--- src/rtl/irq_latch_pkg.sv ---
package irq_latch_pkg;

    typedef enum logic {
        TRIG_EDGE  = 1'b0,
        TRIG_LEVEL = 1'b1
    } trig_e;

    typedef struct packed {
        logic pend;
        logic hist;
    } cell_state_t;

endpackage

--- src/rtl/irq_trig_reg.sv ---
module irq_trig_reg #(
    parameter int          N_IN      = 8,
    parameter logic [N_IN-1:0] TRIG_MASK = 8'hF8
) (
    input  logic            clk,
    input  logic            rst,
    input  logic            wr_en,
    input  logic [N_IN-1:0] wr_data,
    output logic [N_IN-1:0] mode
);

    logic [N_IN-1:0] mode_d, mode_q;

    always_comb begin
        mode_d = mode_q;
        if (wr_en) begin
            mode_d = wr_data & TRIG_MASK;
        end
    end

    always_ff @(posedge clk) begin
        if (rst) begin
            mode_q <= '0;
        end else begin
            mode_q <= mode_d;
        end
    end

    assign mode = mode_q;

endmodule

--- src/rtl/irq_req_cell.sv ---
module irq_req_cell
    import irq_latch_pkg::*;
(
    input  logic clk,
    input  logic rst,
    input  logic req,
    input  logic level_mode,
    input  logic ack_hit,
    input  logic init,
    output logic pending
);

    cell_state_t st_d, st_q;
    logic        rise;

    always_comb begin
        rise = req & ~st_q.hist;
        st_d = st_q;
        // the live level always becomes the new history sample
        st_d.hist = req;
        if (trig_e'(level_mode) == TRIG_LEVEL) begin
            st_d.pend = req;
        end else if (init) begin
            st_d.pend = 1'b0;
        end else begin
            if (ack_hit) begin
                st_d.pend = 1'b0;
            end
            if (rise) begin
                st_d.pend = 1'b1;
            end
        end
    end

    always_ff @(posedge clk) begin
        if (rst) begin
            st_q <= '0;
        end else begin
            st_q <= st_d;
        end
    end

    assign pending = st_q.pend;

endmodule

--- src/rtl/irq_req_latch.sv ---
module irq_req_latch #(
    parameter int              N_IN      = 8,
    parameter logic [N_IN-1:0] TRIG_MASK = 8'hF8,
    localparam int             IDXW      = (N_IN > 1) ? $clog2(N_IN) : 1
) (
    input  logic            clk,
    input  logic            rst,
    input  logic [N_IN-1:0] req_in,
    input  logic            trig_wr_en,
    input  logic [N_IN-1:0] trig_wr_data,
    input  logic            ack_valid,
    input  logic [IDXW-1:0] ack_idx,
    input  logic            init_pulse,
    output logic [N_IN-1:0] pending,
    output logic [N_IN-1:0] trig_mode
);

    logic [N_IN-1:0] ack_hit;

    irq_trig_reg #(
        .N_IN      (N_IN),
        .TRIG_MASK (TRIG_MASK)
    ) u_trig (
        .clk     (clk),
        .rst     (rst),
        .wr_en   (trig_wr_en),
        .wr_data (trig_wr_data),
        .mode    (trig_mode)
    );

    for (genvar g = 0; g < N_IN; g++) begin : g_cell
        assign ack_hit[g] = ack_valid && (ack_idx == IDXW'(g));

        irq_req_cell u_cell (
            .clk        (clk),
            .rst        (rst),
            .req        (req_in[g]),
            .level_mode (trig_mode[g]),
            .ack_hit    (ack_hit[g]),
            .init       (init_pulse),
            .pending    (pending[g])
        );
    end

endmodule

--- config.mk ---
export PLATFORM = sky130hd
export DESIGN_NAME = irq_req_latch
export DESIGN_NICKNAME = d
export VERILOG_FILES = /design/src/rtl/irq_latch_pkg.sv /design/src/rtl/irq_trig_reg.sv /design/src/rtl/irq_req_cell.sv /design/src/rtl/irq_req_latch.sv
export SDC_FILE = /design/constraint.sdc
export NUM_CORES = 1
export LEC_CHECK = 0
export ABC_CLOCK_PERIOD_IN_PS = 1500
export BUFFER_PORTS_ARGS = -buffer_cell sky130_fd_sc_hd__buf_4
export CAP_MARGIN = 20
export CORE_MARGIN = 3
export CORE_UTILIZATION = 49
export CTS_CLUSTER_SIZE = 24
export DETAILED_ROUTE_END_ITERATION = 7
export PLACE_DENSITY = 0.82
export RECOVER_POWER = 25
export SLEW_MARGIN = 25
export SYNTH_ARGS = -nofsm -noshare
export SYNTH_HDL_FRONTEND = slang
export SYNTH_SLANG_ARGS = --single-unit
--- constraint.sdc ---
create_clock -name clk -period 1.5 [get_ports clk]
set_input_delay 0.075 -clock clk [delete_from_list [all_inputs] [get_ports clk]]
set_output_delay 0.075 -clock clk [all_outputs]
set_load 0.02 [all_outputs]
Yosys cells after proc, flatten, opt, wreduce, memory -nomap -nowiden
Cells that the tools add are included.
Widths: inputs -> output; s select.
{"block": "totals", "ff_bits": 21, "input_bits": 24, "elab_cells": 86}
{"block": "classes", "eq_ne": 7, "n_mux": 29, "bitwise": 16, "n_reduce_logical": 17}
{"cell": "$mux 1", "count": 29}
{"cell": "$reduce_bool 4->1", "count": 5}
{"cell": "$eq 3x3->1 const B", "count": 4}
{"cell": "$reduce_bool 3->1", "count": 3}
{"cell": "$and 1x1->1", "count": 8}
{"cell": "$logic_and 1x1->1", "count": 8}
{"cell": "$not 1->1", "count": 8}
{"cell": "$eq 3x2->1 const B", "count": 2}
{"cell": "$eq 3x1->1 const B", "count": 1}
{"cell": "$logic_not 3->1", "count": 1}

Longest topological paths before layout
{"block": "logic_depth", "ltp_word": 6, "mapped_depth": 3, "mapped_depth_nobuf": 2}

Cells and area by module
A second synthesis with hierarchy kept.
{"block": "hier_totals", "cells_unflattened": 84, "hier_area_um2": 903.4}
{"module": "irq_req_cell", "instances": 8, "cells_each": 7, "area_per_inst_um2": 75.1, "seq_area_each_um2": 40.0}
{"module": "irq_trig_reg", "instances": 1, "cells_each": 20, "area_per_inst_um2": 206.4, "seq_area_each_um2": 100.1}
{"module": "irq_req_latch", "instances": 1, "cells_each": 8, "area_per_inst_um2": 96.3, "seq_area_each_um2": 0.0}

Least setup slack after synthesis
Ideal clock, no wire load.
{"block": "synth_path", "path_kind": "input to register", "startpoint": "input port ack_idx[1]", "endpoint": "register g_cell[0].u_cell.st_q (netlist bit g_cell[0].u_cell.pending)", "t_arrival_ps": 789, "slack_ps": 595, "cell_stages": 2, "path_buffers": 0, "cell_sequence": "or4b_1 -> a31o_1"}
{"block": "synth_between", "elab_chain_len": 3}
{"item": "from (decl)", "line": "irq_req_latch.sv:12", "text": "input logic [IDXW-1:0] ack_idx,"}
{"item": "$logic_not 3->1", "line": "irq_req_latch.sv:32", "text": "assign ack_hit[g] = ack_valid && (ack_idx == IDXW'(g));"}
{"item": "$logic_and 1x1->1", "line": "irq_req_latch.sv:32"}
{"item": "$reduce_bool 3->1 (no source line)"}
{"item": "to (signal assigned)", "line": "irq_req_cell.sv:39", "text": "st_q <= st_d;"}
{"item": "to (decl)", "line": "irq_req_cell.sv:13", "text": "cell_state_t st_d, st_q;"}
Every way passes these cells.
A chain may end at the register's enable or synchronous reset.

==> results by group <==
Status
  – Outcome: completed

Placement
  – Inst Count DP: 131
  – Dpl ws: 0.4370 ns
  – GPL Wtd Cong: 0.7305
  – DP Wirelength: 1303 um
  – Port bufs: 33

STA
  – Setup violations, final: 0
  – Hold Vio Cnt, Final: 0
  – Achievable Freq: 945.6 MHz
  – TNS Setup: 0 ns
  – Fin crit period: 1.058 ns
  – Worst slew pin tran: 0.7036 ns
  – Slew Limit Fails: 0
  – RSZ-0062 raised after global routing: false
  – Slew headroom: 53.09%
  – Crit path setup slack, layout: 0.4425 ns
  – Worst clock skew: 0.008575 ns
  – Final Cycle Share: 70.50%

Synth
  – Syn Area/Cell: 10.42 sq um
  – Sequential element share of the synthesized area: 45.34%
  – Post-synth EDFFs: 0
  – Post-synth ARST share: 0%
  – Post-Syn Instances: 89
  – Post-synth cell types: 17
  – Synth Register Bits: 21
  – Yosys warns: 0
  – Predominant post-synthesis flop cell: dfxtp_1
  – Cell Area, Synth: 927.1 sq um

Worst setup path
  – CP max FO: 17
  – Crit path DAT: 1.26 ns
  – CP endpoint kind: flop
  – Worst reg-to-reg path cell count: 2
  – Setup crit start kind: primary input
  – Kind of critical path: primary input to flop
  – CP Data Required Time: 1.71 ns

Flow run
  – Max-Cap Viols: 0

Route
  – Detailed Route WL: 1732 um
  – Vias per cell: 5.108
  – 1st-pass router iterations: 4
  – Residual DRC: 0
  – Vias: 710
  – Antenna viol nets, final: 0
  – Avg WL per Cell: 12.46 um
  – Initial DRC Count: 9

Finish
  – # nets final: 139
  – Synthesis-to-finish area growth: 24.29%
  – Ant diodes: 0
  – Reg area: 420.4 sq um
  – Multi-input logic area: 381.6 sq um
  – Commonest non-fill, non-tap cell in the layout: buf_4
  – Fillers: 171
  – Post-Layout Cell Count: 139
  – Share of layout cells above drive strength 1: 34.21%
  – Commonest cells after routing, fill and taps aside: buf_4, dfxtp_1, nor2b_1

Floorplan
  – Total die area: 2450 sq um
  – Placeable Area: 1764 sq um
  – Die width: 49.50 um
  – Initial core utilization: 52.55%
  – # rows: 15
  – Die Y: 49.50 um
  – I/O pin total: 40

Clock tree
  – Root Driver: clkbuf_4
  – Deepest clock path buffer count: 2
  – CTS tree: yes
  – Worst-path clk slew: 0.12 ns
  – Clock Sinks: 21
  – CTS-repair resized insts: 0
  – H-tree depth: 1
  – TritonCTS Buffers: 3
  – Clock Latency Late Sink: 0.30 ns
  – Hold_buf cts: 4
  – Setup bufs post-CTS: 0

Min path
  – Worst hold path cell count: 3
  – Hold WC Path Type: primary input to flop

Global route
  – Initial antenna violation count: 0
  – Number of global-route vias before repair: 720
  – Overflow after GRT: 0
  – Gr usage total: 15.96%
  – Largest net degree at the start of global routing: 18
  – First-pass GRT wire length: 3036 um

Power and ir drop
  – Final Power: 0.001068 W
  – Peak VDD IR: 0.7446 mV
  – Leak: 0.5051 nW
  – Pwr per Cell Area: 926.6 nW/um^2
-- worst max-delay path, cell delays in order --
cell	delay [ns]
clkbuf_1	0.52
nor2_1	0.23
buf_4	0.21
a31o_2	0.22
-- cells in the mapped netlist (2+ instances only) --
| master | count | area share (%) |
|---|---|---|
| nor2b_1 | 13 | 8.8 |
| nand4bb_1 | 3 | 3.6 |
| dfxtp_1 | 21 | 45 |
| clkbuf_1 | 2 | 0.81 |
| a31o_2 | 2 | 1.9 |
| a32o_1 | 5 | 5.4 |
| mux2i_1 | 5 | 5.4 |
| nor4b_1 | 3 | 2.8 |
| nand4b_1 | 3 | 2.8 |
| buf_4 | 16 | 13 |
| nor2_1 | 6 | 2.4 |
| o21bai_1 | 5 | 4.0 |
-- final cells by class --
cell class	count	area share (%)
sequential	21	36.48
multi-input combinational	51	33.12
timing repair buffer	38	25.30
tap	25	2.714
clock buffer	3	1.954
clock inverter	1	0.4343
-- sequential cells by signal (all words and copies together), names as in the netlist --
name / cells
g_cell.u_cell.st_q: 8
g_cell.u_cell.pending: 8
u_trig.mode: 5
-- metrics by stage --
| step | utilization (%) | instance area [sq um] | hold slack (ns) |
|---|---|---|---|
| global route | 65.32 | 1152 | 0.008645 |
| finish | 65.32 | 1152 | 0.009470 |
| detailed placement | 61.70 | 1089 | 0.3009 |
| global placement | 61.70 | 1089 | 0.2972 |
| floorplan | - | 934.6 | 0.1575 |
| CTS | 65.53 | 1156 | 0.003481 |
-- worst paths after layout --
check | start | to | slack [ns]
worst max register to register | u_trig.mode[3] | g_cell[3].u_cell.pending | 0.69
worst max-delay path | rst | g_cell[2].u_cell.pending | 0.44
worst min register to register | g_cell[1].u_cell.pending | g_cell[1].u_cell.pending | 0.51
worst min-delay path | trig_wr_data[6] | u_trig.mode[6] | 0.009
-- kinds of logic after synthesis --
logic type             count (synthesis)  synth area share [%]
DFF                                   21                 45.34
other                                  1                0.4045
muxes                                  5                 5.398
buffers and inverters                 19                 14.31
AOI/OAI and AO/OA                     13                 12.28
and+or+nand+nor                       30                 22.27
-- power by group --
part / switching (W) / leakage [nW] / internal [W]
sequential: 0.0000164 / 0.174 / 0.000590
combinational: 0.0000929 / 0.314 / 0.000106
clock: 0.000163 / 0.0177 / 0.0000992
total: 0.000273 / 0.505 / 0.000795
-- layer usage --
layer  part of all wire [%]  track usage, %  up-vias
met5                      0               0        -
met2                     48           25.89       23
met1                     45           19.89      335
met4                   0.58           6.912        0
met3                    6.9           4.230        2
li1                       -               -      350
(Power assumes the default switching activity.)
